[config.mk]
export PLATFORM = sky130hd
export DESIGN_NAME = osd_raster_timing
export DESIGN_NICKNAME = d
export VERILOG_FILES = /design/src/rtl/osd_pkg.sv /design/src/rtl/osd_sync_edge.sv /design/src/rtl/osd_hcount.sv /design/src/rtl/osd_vcount.sv /design/src/rtl/osd_row_addr.sv /design/src/rtl/osd_raster_timing.sv
export SDC_FILE = /design/constraint.sdc
export NUM_CORES = 1
export LEC_CHECK = 0
export BUFFER_PORTS_ARGS = -buffer_cell sky130_fd_sc_hd__buf_2
export CAP_MARGIN = 0
export CORE_UTILIZATION = 42
export DETAILED_ROUTE_END_ITERATION = 7
export SYNTH_ARGS = -nofsm -noshare
export SYNTH_HDL_FRONTEND = slang
export SYNTH_SLANG_ARGS = --single-unit
export TNS_END_PERCENT = 100
[constraint.sdc]
create_clock -name clk -period 3.15 [get_ports clk]
set_input_delay 0.1575 -clock clk [delete_from_list [all_inputs] [get_ports clk]]
set_output_delay 0.1575 -clock clk [all_outputs]
set_load 0.1 [all_outputs]
[src/rtl/osd_pkg.sv]
package osd_pkg;

    localparam int GLYPH_W    = 12;
    localparam int GLYPH_H    = 18;
    localparam int START_STEP = 4;
    localparam int GAP_STEP   = 4;
    localparam int ADDR_W     = 6;

    localparam logic [9:0] LINE_BREAK = 10'h03E;

    typedef enum logic {
        VPH_GLYPH = 1'b0,
        VPH_GAP   = 1'b1
    } vphase_e;

    typedef struct packed {
        logic [3:0] dot;
        logic [4:0] line;
    } glyph_pos_t;

    function automatic logic is_line_break(input logic [9:0] entry);
        return entry == LINE_BREAK;
    endfunction

    function automatic logic [3:0] gap_lines(input logic [1:0] sel);
        return {sel, 2'b00};
    endfunction

endpackage

[src/rtl/osd_sync_edge.sv]
module osd_sync_edge (
    input  logic clk,
    input  logic rst,
    input  logic sync_in,
    input  logic pol_high,
    output logic active_edge
);
    logic asserted;
    logic asserted_q;

    assign asserted    = pol_high ? sync_in : ~sync_in;
    assign active_edge = asserted & ~asserted_q;

    always_ff @(posedge clk) begin
        if (rst) asserted_q <= 1'b0;
        else     asserted_q <= asserted;
    end
endmodule

[src/rtl/osd_hcount.sv]
module osd_hcount #(
    parameter int COLS  = 16,
    parameter int X_W   = 10,
    parameter int COL_W = $clog2(COLS + 1)
) (
    input  logic             clk,
    input  logic             rst,
    input  logic             h_edge,
    input  logic [5:0]       hstart,
    output logic [3:0]       dot,
    output logic [COL_W-1:0] col,
    output logic             hwin
);
    localparam logic [COL_W-1:0] COL_END = COL_W'(COLS);
    localparam logic [3:0]       DOT_END = 4'(osd_pkg::GLYPH_W - 1);

    logic [X_W-1:0] x;
    logic [X_W-1:0] x_origin;

    assign x_origin = X_W'({hstart, 2'b00});
    assign hwin     = (x >= x_origin) && (col < COL_END);

    always_ff @(posedge clk) begin
        if (rst) begin
            x   <= '1;
            dot <= '0;
            col <= COL_END;
        end else if (h_edge) begin
            x   <= '0;
            dot <= '0;
            col <= '0;
        end else begin
            if (x != '1) x <= x + 1'b1;
            if (hwin) begin
                if (dot == DOT_END) begin
                    dot <= '0;
                    col <= col + 1'b1;
                end else begin
                    dot <= dot + 1'b1;
                end
            end
        end
    end
endmodule

[src/rtl/osd_vcount.sv]
module osd_vcount #(
    parameter int ROWS  = 4,
    parameter int Y_W   = 10,
    parameter int ROW_W = $clog2(ROWS + 1)
) (
    input  logic             clk,
    input  logic             rst,
    input  logic             h_edge,
    input  logic             v_edge,
    input  logic [5:0]       vstart,
    input  logic [1:0]       vsize,
    input  logic [1:0]       row_gap,
    output logic [4:0]       gline,
    output logic [ROW_W-1:0] row,
    output logic             vwin,
    output logic             row_adv
);
    import osd_pkg::*;

    localparam logic [ROW_W-1:0] ROW_END  = ROW_W'(ROWS);
    localparam logic [4:0]       LINE_END = 5'(GLYPH_H - 1);

    logic [Y_W-1:0] y;
    logic [Y_W-1:0] y_origin;
    logic [1:0]     rep;
    logic [3:0]     gcnt;
    vphase_e        phase;
    logic           in_rows;
    logic           step;
    logic           last_rep;
    logic           last_line;
    logic           last_gap;
    logic           no_gap;

    assign y_origin  = Y_W'({vstart, 2'b00});
    assign in_rows   = (y >= y_origin) && (row < ROW_END);
    assign vwin      = in_rows && (phase == VPH_GLYPH);
    assign step      = h_edge && !v_edge && in_rows;
    assign last_rep  = (rep == vsize);
    assign last_line = (gline == LINE_END);
    assign no_gap    = (row_gap == 2'd0);
    assign last_gap  = (gcnt == gap_lines(row_gap) - 4'd1);

    always_comb begin
        row_adv = 1'b0;
        if (step) begin
            if (phase == VPH_GLYPH) row_adv = last_rep && last_line && no_gap;
            else                    row_adv = last_gap;
        end
    end

    always_ff @(posedge clk) begin
        if (rst) begin
            y     <= '1;
            rep   <= '0;
            gline <= '0;
            gcnt  <= '0;
            phase <= VPH_GLYPH;
            row   <= ROW_END;
        end else if (v_edge) begin
            y     <= '0;
            rep   <= '0;
            gline <= '0;
            gcnt  <= '0;
            phase <= VPH_GLYPH;
            row   <= '0;
        end else if (h_edge) begin
            if (y != '1) y <= y + 1'b1;
            if (in_rows) begin
                if (phase == VPH_GLYPH) begin
                    if (last_rep) begin
                        rep <= '0;
                        if (last_line) begin
                            gline <= '0;
                            if (no_gap) begin
                                row <= row + 1'b1;
                            end else begin
                                phase <= VPH_GAP;
                                gcnt  <= '0;
                            end
                        end else begin
                            gline <= gline + 1'b1;
                        end
                    end else begin
                        rep <= rep + 1'b1;
                    end
                end else begin
                    if (last_gap) begin
                        phase <= VPH_GLYPH;
                        gcnt  <= '0;
                        row   <= row + 1'b1;
                    end else begin
                        gcnt <= gcnt + 1'b1;
                    end
                end
            end
        end
    end
endmodule

[src/rtl/osd_row_addr.sv]
module osd_row_addr #(
    parameter int COLS  = 16,
    parameter int COL_W = $clog2(COLS + 1)
) (
    input  logic                      clk,
    input  logic                      rst,
    input  logic                      h_edge,
    input  logic                      v_edge,
    input  logic                      row_adv,
    input  logic                      in_cell,
    input  logic [COL_W-1:0]          col,
    input  logic [9:0]                entry,
    output logic [osd_pkg::ADDR_W-1:0] addr,
    output logic                      blank_cell
);
    import osd_pkg::*;

    localparam logic [ADDR_W-1:0] ROW_STRIDE = ADDR_W'(COLS);

    logic [ADDR_W-1:0] row_base;
    logic [ADDR_W-1:0] next_base;
    logic              break_here;
    logic              break_in_line;
    logic              break_in_row;

    assign addr       = row_base + ADDR_W'(col);
    assign break_here = in_cell && is_line_break(entry);
    assign blank_cell = break_here || break_in_line;

    always_ff @(posedge clk) begin
        if (rst || v_edge) begin
            row_base      <= '0;
            next_base     <= '0;
            break_in_line <= 1'b0;
            break_in_row  <= 1'b0;
        end else begin
            if (h_edge)          break_in_line <= 1'b0;
            else if (break_here) break_in_line <= 1'b1;

            if (row_adv) begin
                row_base     <= break_in_row ? next_base : row_base + ROW_STRIDE;
                break_in_row <= 1'b0;
            end else if (break_here && !break_in_row) begin
                break_in_row <= 1'b1;
                next_base    <= addr + 1'b1;
            end
        end
    end
endmodule

[src/rtl/osd_raster_timing.sv]
module osd_raster_timing #(
    parameter  int COLS  = 16,
    parameter  int ROWS  = 4,
    parameter  int X_W   = 10,
    parameter  int Y_W   = 10,
    localparam int COL_W = $clog2(COLS + 1),
    localparam int ROW_W = $clog2(ROWS + 1)
) (
    input  logic             clk,
    input  logic             rst,
    input  logic             hsync,
    input  logic             vsync,
    input  logic             hsync_pol,
    input  logic             vsync_pol,
    input  logic [5:0]       hstart,
    input  logic [5:0]       vstart,
    input  logic [1:0]       vsize,
    input  logic [1:0]       row_gap,
    input  logic [9:0]       ram_data,
    output logic [5:0]       ram_addr,
    output logic             disp_active,
    output logic [COL_W-1:0] char_col,
    output logic [ROW_W-1:0] char_row,
    output logic [3:0]       glyph_dot,
    output logic [4:0]       glyph_line
);
    import osd_pkg::*;

    logic             h_edge;
    logic             v_edge;
    logic             hwin;
    logic             vwin;
    logic             row_adv;
    logic             in_cell;
    logic             blank_cell;
    logic [COL_W-1:0] col;
    logic [ROW_W-1:0] row;
    logic [ADDR_W-1:0] addr;
    glyph_pos_t       pos;

    osd_sync_edge u_hsync (
        .clk(clk), .rst(rst), .sync_in(hsync), .pol_high(hsync_pol), .active_edge(h_edge)
    );

    osd_sync_edge u_vsync (
        .clk(clk), .rst(rst), .sync_in(vsync), .pol_high(vsync_pol), .active_edge(v_edge)
    );

    osd_hcount #(.COLS(COLS), .X_W(X_W)) u_h (
        .clk(clk), .rst(rst), .h_edge(h_edge), .hstart(hstart),
        .dot(pos.dot), .col(col), .hwin(hwin)
    );

    osd_vcount #(.ROWS(ROWS), .Y_W(Y_W)) u_v (
        .clk(clk), .rst(rst), .h_edge(h_edge), .v_edge(v_edge),
        .vstart(vstart), .vsize(vsize), .row_gap(row_gap),
        .gline(pos.line), .row(row), .vwin(vwin), .row_adv(row_adv)
    );

    assign in_cell = hwin && vwin;

    osd_row_addr #(.COLS(COLS)) u_addr (
        .clk(clk), .rst(rst), .h_edge(h_edge), .v_edge(v_edge),
        .row_adv(row_adv), .in_cell(in_cell), .col(col), .entry(ram_data),
        .addr(addr), .blank_cell(blank_cell)
    );

    assign disp_active = in_cell && !blank_cell;
    assign ram_addr    = in_cell ? addr : '0;
    assign char_col    = disp_active ? col : '0;
    assign char_row    = disp_active ? row : '0;
    assign glyph_dot   = disp_active ? pos.dot : '0;
    assign glyph_line  = disp_active ? pos.line : '0;
endmodule

==> results of run 1 <==
==> power by group <==
part | total (mW) | leakage [nW] | switching, mW | internal (mW)
combinational | 0.325 | 1.29 | 0.195 | 0.130
clock | 0.584 | 0.0791 | 0.277 | 0.306
sequential | 0.860 | 0.491 | 0.0559 | 0.804
==> cells in the mapped netlist (5+ instances only) <==
master / count / area, µm²
mux2i_1: 14 / 140
nand4_1: 9 / 56.3
inv_1: 26 / 97.6
nor2_1: 53 / 199
ha_1: 29 / 363
nand2_1: 19 / 71.3
o21ai_0: 29 / 145
xor2_1: 24 / 210
o21ai_1: 5 / 25.0
clkbuf_1: 8 / 30.0
nand3_1: 13 / 65.1
dfxtp_1: 60 / 1200
a21oi_1: 15 / 75.1
and2_1: 15 / 93.8
xnor2_1: 11 / 96.3
==> flip-flops by register name (all words and copies together) (netlist names), 2 cells and up <==
signal,flops
u_addr.next_base,6
u_addr.row_base,6
u_h.col,5
u_h.dot,4
u_h.x,10
u_v.gcnt,4
u_v.gline,5
u_v.rep,2
u_v.row,3
u_v.y,10
==> path summary, 6_finish.rpt <==
check                                          from                   to
worst min-delay path                            rst   u_vsync.asserted_q
worst max-delay path                       u_v.y[7]          char_row[1]
worst min register to register  u_addr.next_base[4]   u_addr.row_base[4]
worst max register to register             u_v.y[7]  u_addr.next_base[1]
==> cells by family after synthesis <==
| kind of cell | count (synthesis) | synth area share |
|---|---|---|
| buf+inv | 39 | 0.0469 |
| simple gates | 151 | 0.232 |
| flops | 60 | 0.331 |
| compound gates | 79 | 0.160 |
| other cells | 1 | 0.00103 |
| mux | 14 | 0.0386 |
| fa+ha+maj | 30 | 0.106 |
| xor+xnor | 35 | 0.0845 |
==> cell type report <==
type	count	area, µm²	area share
clock buffer	11	151	0.0345
multi-input combinational	311	2270	0.516
sequential	60	1200	0.274
timing repair buffer	58	543	0.124
inverter	26	97.6	0.0222
tap	105	131	0.0299
==> worst max-delay path: cells and delay by family (launching register included) <==
kind,cells,cell delay [ns]
simple gates,4,0.72
fa+ha+maj,1,0.36
buf+inv,2,0.35
flops,1,0.34
compound gates,2,0.66
==> metal layers <==
metal  part of all wire  vias up  GRT usage
met5                  0        -          0
met4              0.018        0     0.0694
met3              0.045       13     0.0411
met2               0.46       63      0.315
met1               0.47     1357      0.231
li1                   -     1534          -
==> metrics by stage <==
step                cell area (µm²)  hold slack [ns]  setup WS, ns  instances
global route                   4390           0.0499        0.0675        571
detailed placement             4220            0.397         0.317        559
global placement               4220            0.393         0.412        559
CTS                            4370           0.0409      0.000477        570
finish                         4390           0.0513         0.231        571
floorplan                      3640            0.230         0.210        410
==> repair_timing <==
| action | 4_1_cts | 5_1_grt |
|---|---|---|
| resized for setup | 1 | 0 |
| buffers inserted | 0 | 1 |
| pin swaps | 0 | 1 |
| setup endpoints to repair | 1 | 16 |
==> run metrics, run 1 <==
RSZ-0062 raised after global routing=false; power density over cell area=between 400 and 500 nW/µm²; Port Buffers=between 50 and 60; cells on worst reg2reg path=7; Worst path max stage delay=0.41 ns; number of enable flip-flop cells after synthesis=0; cell area after synthesis=approximately 3600 µm²; I/O pin count=56; DRC violations left=0; # clock sinks=60; vias per std cell=~5.2; clock transition at the registers of the reported paths=approximately 0.07 ns; root buffer cell=clkbuf_8; DRT antenna net count=0; setup TNS=0 ns; initial drt markers=approximately 110; commonest non-fill, non-tap cell in the layout=dfxtp_1; HP Class=in -> reg; post-layout minimum cycle time=~2.9 ns; vias in the first global route=approximately 2800; worst-margin pin slew=0.957 ns; Rows=33; cells after synthesis=between 400 and 500; Hold Violations, Final=0; Worst Hold Depth=2; GR Overflow Total=0; crit start category=flop; Max-slew headroom=0.358; CP required=2.99 ns; H-tree Lvls=3; hold_buf cts=0; routed wire length=between 7 and 8 mm; FILL cells=770; Yosys Warn Count=0; vias=between 2000 and 3000; maximum clock path buffer count=2; crit path cell chain=ha_1 > nand4_1 > a311oi_4 > o21a_2 > nand2_4 > nor3b_4 > buf_12 > and2_1 > buf_12; Num CTS Buffers=9; gr usage total=0.187; antenna violations before repair=0; CTS tree=yes; sequential share of the synthesized area=0.331; core area=between 8000 and 9000 µm²; first drt pass iteration count=4; Reg2Reg Setup Slack=0.60 ns; clock skew=0.00734 ns; Layout area overhead=21.0%; Die H=between 90 and 100 µm; VDD IR max=242 µV; clock latency on the worst-skew pair=0.33 ns; most used cell, CP=buf_12; Ant. Diodes=0; crit-path max FO=16; CP max stage cell=a311oi_4; Placer Congestion=0.772; largest net degree at the start of global routing=25; Initial Util=0.437; CP Capture Type=output port; share of cells above drive strength 1=0.208; DP Wirelength=5.72 mm; CP arrival=around 2.8 ns; first-pass GRT wire length=~13 mm; drt wl/cell=approximately 13 µm; fin nets=528; Die ar.=around 9000 µm²; maximum capacitance violations=0; ys async rst share=0; Post-synth top flop=dfxtp_1; mean post-synth cell area=a little under 9 µm²; Util after Layout=0.529; final setup violation count=0; post-synth cell types=63; Slew Limit Fails=0; Max Fclk=~340 MHz; LEAKAGE=roughly 1.9 nW; Die X=94.9 µm; critical path class=reg -> out; period utilization=0.927; outcome=completed; commonest cells after routing, fill and taps aside=60 x dfxtp_1, 53 x nor2_1, 37 x buf_2, 29 x o21ai_0, 29 x ha_1; total power=~1.8 mW; #FFs+latches synth=60
Power figures use the tool's default switching activity.
==> run 2: changes to the inputs <==
--- a/config.mk
+++ b/config.mk
@@ -7,6 +7,7 @@
 export LEC_CHECK = 0
 export BUFFER_PORTS_ARGS = -buffer_cell sky130_fd_sc_hd__buf_2
 export CAP_MARGIN = 0
+export CORE_ASPECT_RATIO = 0.8
 export CORE_UTILIZATION = 42
 export DETAILED_ROUTE_END_ITERATION = 7
 export SYNTH_ARGS = -nofsm -noshare
==> run metrics, run 2 (synthesized netlist as in run 1, its figures left out) <==
Layout area overhead=21.6%; I/O pin count=56 (unchanged); final setup violation count=0 (unchanged); Util after Layout=0.541 (+0.0115); CP max stage cell=buf_2; LEAKAGE=1.87 nW (+0.74%); CP required=2.99 ns (about the same); FILL cells=762 (-1.0%); maximum clock path buffer count=2 (unchanged); period utilization=0.935 (+0.00787); Num CTS Buffers=9 (unchanged); Ant. Diodes=0 (unchanged); Rows=29 (-12%); commonest non-fill, non-tap cell in the layout=dfxtp_1; CP arrival=2.79 ns (+0.03 ns); largest net degree at the start of global routing=25 (unchanged); clock skew=0.00768 ns (+0.000338 ns); Port Buffers=53 (unchanged); root buffer cell=clkbuf_8; dpl ws=0.420 ns (+0.103 ns); biggest regs=u_h.x (10), u_v.y (10); Max Fclk=340 MHz (-0.84%); fin nets=528 (unchanged); first drt pass iteration count=4 (unchanged); DRT antenna net count=0 (unchanged); outcome=completed; crit path cell chain=inv_1 > ha_1 > nand3_1 > a311oi_2 > o21ba_2 > nand2_4 > nor3b_4 > buf_4 > buf_2; power density over cell area=413 nW/µm² (+2.4%); RSZ-0062 raised after global routing=false; Max-slew headroom=0.281 (-0.0771); Placer Congestion=0.804 (+4.1%); commonest cells after routing, fill and taps aside=60 x dfxtp_1, 53 x nor2_1, 38 x buf_2, 29 x ha_1, 28 x o21ai_0; DP Wirelength=5.90 mm (+3.1%); vias in the first global route=2814 (-0.57%); core area=8160 µm² (-1.6%); HP Class=in -> reg; maximum capacitance violations=0 (unchanged); routed wire length=7.73 mm (+2.7%); final worst-path setup slack=0.206 ns (-0.0248 ns); # clock sinks=60 (unchanged); H-tree Lvls=3 (unchanged); Worst path max stage delay=0.43 ns (+0.02 ns); cts repair resizes=0 (-1); hold_buf cts=0 (unchanged); Die H=85.1 µm (-10%); setup TNS=0 ns (unchanged); CP Capture Type=output port; critical path class=reg -> out; gr usage total=0.184 (-0.00236); Die ar.=9020 µm² (about the same); DRC violations left=0 (unchanged); antenna violations before repair=0 (unchanged); worst-margin pin slew=1.08 ns (+0.122 ns); Initial Util=0.444 (+0.00724); GR Overflow Total=0 (unchanged); crit-path max FO=8 (-8); VDD IR max=193 µV (-20%); Post-CTS Setup Bufs=0 (unchanged); drt wl/cell=13.4 µm (+1.7%); crit start category=flop; initial drt markers=98 (-8.4%); post-layout minimum cycle time=2.94 ns (+0.0248 ns); total power=1.82 mW (+3.0%); vias=2952 (-0.51%); Hold Violations, Final=0 (unchanged); first-pass GRT wire length=13.2 mm (+1.7%); share of cells above drive strength 1=0.217 (+0.00933); clock latency on the worst-skew pair=0.34 ns (about the same); Slew Limit Fails=0 (unchanged); vias per std cell=5.12 (-1.5%); Die X=106 µm (+12%); CTS tree=yes; clock transition at the registers of the reported paths=0.07 ns (about the same)
-- run 2: layout make-up --
cell class | count | area, µm² | area share
clock buffer | 12 | 165 | 0.0374
clock inverter | 2 | 10.0 | 0.00227
inverter | 26 | 97.6 | 0.0221
multi-input combinational | 311 | 2280 | 0.516
sequential | 60 | 1200 | 0.272
tap | 108 | 135 | 0.0306
timing repair buffer | 58 | 528 | 0.120
-- run 2: path summary, 6_finish.rpt --
path / slack (ns) / from / cells past startpoint / end
hold / removal: 0.02 / rst / 2 / u_hsync.asserted_q
setup / recovery: 0.21 / u_h.x[2] / 9 / disp_active
hold reg to reg: 0.49 / u_addr.next_base[2] / 2 / u_addr.next_base[2]
setup reg to reg: 0.59 / u_v.y[7] / 7 / u_addr.next_base[1]
-- run 2: layer usage --
layer / part of all wire / vias to the layer above / track usage
li1: - / 1538 / -
met1: 0.51 / 1346 / 0.244
met2: 0.44 / 63 / 0.291
met3: 0.047 / 5 / 0.0469
met4: 0.0074 / 0 / 0.0657
met5: 0 / - / 0
-- run 2: critical path: cells and delay by family (launching register included) --
kind / cells / cell delay (ns)
flops: 1 / 0.41
fa+ha+maj: 1 / 0.26
buf+inv: 3 / 0.67
simple gates: 3 / 0.40
compound gates: 2 / 0.70
-- run 2: where the power goes --
| part | internal, mW | total, mW | switching (mW) |
|---|---|---|---|
| logic | 0.128 | 0.326 | 0.198 |
| registers | 0.804 | 0.862 | 0.0580 |
| clock network | 0.339 | 0.633 | 0.295 |
| total | 1.27 | 1.82 | 0.551 |
-- run 2: per-stage QoR --
| stage | cells | hold WS [ns] | area, µm² |
|---|---|---|---|
| detailed placement | 563 | 0.372 | 4230 |
| CTS | 577 | 0.00679 | 4410 |
| global route | 577 | 0.0103 | 4410 |
| global placement | 563 | 0.373 | 4230 |
| finish | 577 | 0.0242 | 4410 |
| floorplan | 410 | 0.230 | 3640 |
==> run 3: changes to the inputs <==
--- a/config.mk
+++ b/config.mk
@@ -10,6 +10,7 @@
 export CORE_ASPECT_RATIO = 0.8
 export CORE_UTILIZATION = 42
 export DETAILED_ROUTE_END_ITERATION = 7
+export RECOVER_POWER = 25
 export SYNTH_ARGS = -nofsm -noshare
 export SYNTH_HDL_FRONTEND = slang
 export SYNTH_SLANG_ARGS = --single-unit
==> run metrics, run 3 (synthesized netlist as in run 1, its figures left out) <==
hold_buf cts=0 (unchanged); CTS tree=yes; clock skew=0.00744 ns (-0.000243 ns); Die H=85.1 µm (unchanged); maximum capacitance violations=0 (unchanged); vias per std cell=5.15 (+0.58%); DRC violations left=0 (unchanged); routed wire length=7.76 mm (+0.39%); Rows=29 (unchanged); dpl ws=0.420 ns (unchanged); gr usage total=0.184 (unchanged); Ant. Diodes=0 (unchanged); CP arrival=2.79 ns (about the same); post-layout minimum cycle time=2.94 ns (+0.000460 ns); Hold WS=0.0235 ns (-0.000652 ns); Initial Util=0.444 (unchanged); commonest cells after routing, fill and taps aside=60 x dfxtp_1, 53 x nor2_1, 38 x buf_2, 31 x o21ai_0, 29 x ha_1; Slew Limit Fails=0 (unchanged); H-tree Lvls=3 (unchanged); CP required=2.99 ns (about the same); Port Buffers=53 (unchanged); antenna violations before repair=0 (unchanged); crit-path max FO=8 (unchanged); critical path class=reg -> out; DRT antenna net count=0 (unchanged); Die ar.=9020 µm² (unchanged); VDD IR max=193 µV (about the same); CP Capture Type=output port; HP Class=in -> reg; fin nets=528 (unchanged); maximum clock path buffer count=2 (unchanged); Layout area overhead=21.4%; crit start category=flop; share of cells above drive strength 1=0.215 (-0.00213); vias in the first global route=2814 (unchanged); Hold Violations, Final=0 (unchanged); outcome=completed; # clock sinks=60 (unchanged); biggest regs=u_h.x (10), u_v.y (10); final worst-path setup slack=0.205 ns (-0.000460 ns); clock transition at the registers of the reported paths=0.07 ns (about the same); LEAKAGE=1.87 nW (about the same); clock latency on the worst-skew pair=0.34 ns (about the same); root buffer cell=clkbuf_8; core area=8160 µm² (unchanged); FILL cells=763 (+0.13%); commonest non-fill, non-tap cell in the layout=dfxtp_1; Placer Congestion=0.804 (unchanged); final setup violation count=0 (unchanged); vias=2969 (+0.58%); power density over cell area=413 nW/µm² (about the same); Num CTS Buffers=9 (unchanged); setup TNS=0 ns (unchanged); initial drt markers=123 (+26%); I/O pin count=56 (unchanged); first drt pass iteration count=4 (unchanged); Max-slew headroom=0.281 (about the same); Die X=106 µm (unchanged); worst-margin pin slew=1.08 ns (-0.000133 ns); RSZ-0062 raised after global routing=false; drt wl/cell=13.4 µm (+0.39%); first-pass GRT wire length=13.2 mm (unchanged); GR Overflow Total=0 (unchanged); period utilization=0.935 (about the same); Max Fclk=340 MHz (about the same); DP Wirelength=5.90 mm (unchanged); largest net degree at the start of global routing=25 (unchanged)
run 3: through the flow:
step	util	total power [mW]	cell area (µm²)	std cells
finish	0.540	1.82	4410	577
global route	0.540	1.91	4410	577
CTS	0.540	1.84	4410	577
detailed placement	0.518	1.20	4230	563
global placement	0.518	1.19	4230	563
floorplan	-	1.11	3640	410
run 3: final timing paths:
path / startpoint / end / slack [ns] / cells after the start
worst max-delay path: u_h.x[2] / disp_active / 0.21 / 9
worst min-delay path: rst / u_hsync.asserted_q / 0.02 / 2
worst max register to register: u_v.y[7] / u_addr.next_base[1] / 0.59 / 7
worst min register to register: u_addr.next_base[2] / u_addr.next_base[2] / 0.49 / 2
run 3: layer usage:
metal | share of wire | wire length (µm) | up-vias | global-route usage
met5 | 0 | 0 | - | 0
met4 | 0.0073 | 57 | 0 | 0.0657
met3 | 0.049 | 381 | 5 | 0.0469
met2 | 0.44 | 3410 | 68 | 0.291
met1 | 0.50 | 3910 | 1355 | 0.244
li1 | - | - | 1541 | -
run 3: final cells by class:
cell class,count,area (µm²),share of cell area
Tap cell,108,135,0.0307
Timing Repair Buffer,58,528,0.120
Sequential cell,60,1200,0.273
Multi-Input combinational cell,311,2270,0.515
Inverter,26,97.6,0.0221
Clock inverter,2,10.0,0.00227
Clock buffer,12,165,0.0375
run 3: timing repair:
action,CTS,global route
resized for setup,0,2
setup buffers,0,0
endpoints found under the setup margin,0,17
run 3: worst max-delay path: stages, from the launching register on:
cell and delay, ns:
dfxtp_1 0.41, inv_1 0.06, ha_1 0.26, nand3_1 0.08
a311oi_2 0.39, o21ba_2 0.31, nand2_4 0.12, nor3b_4 0.20
buf_4 0.18, buf_2 0.43
run 3: power breakdown:
group          leakage [nW]  switching [mW]  internal [mW]
Clock                0.0941           0.295          0.339
Sequential            0.491          0.0578          0.804
Combinational          1.29           0.197          0.127
Total                  1.87           0.550           1.27
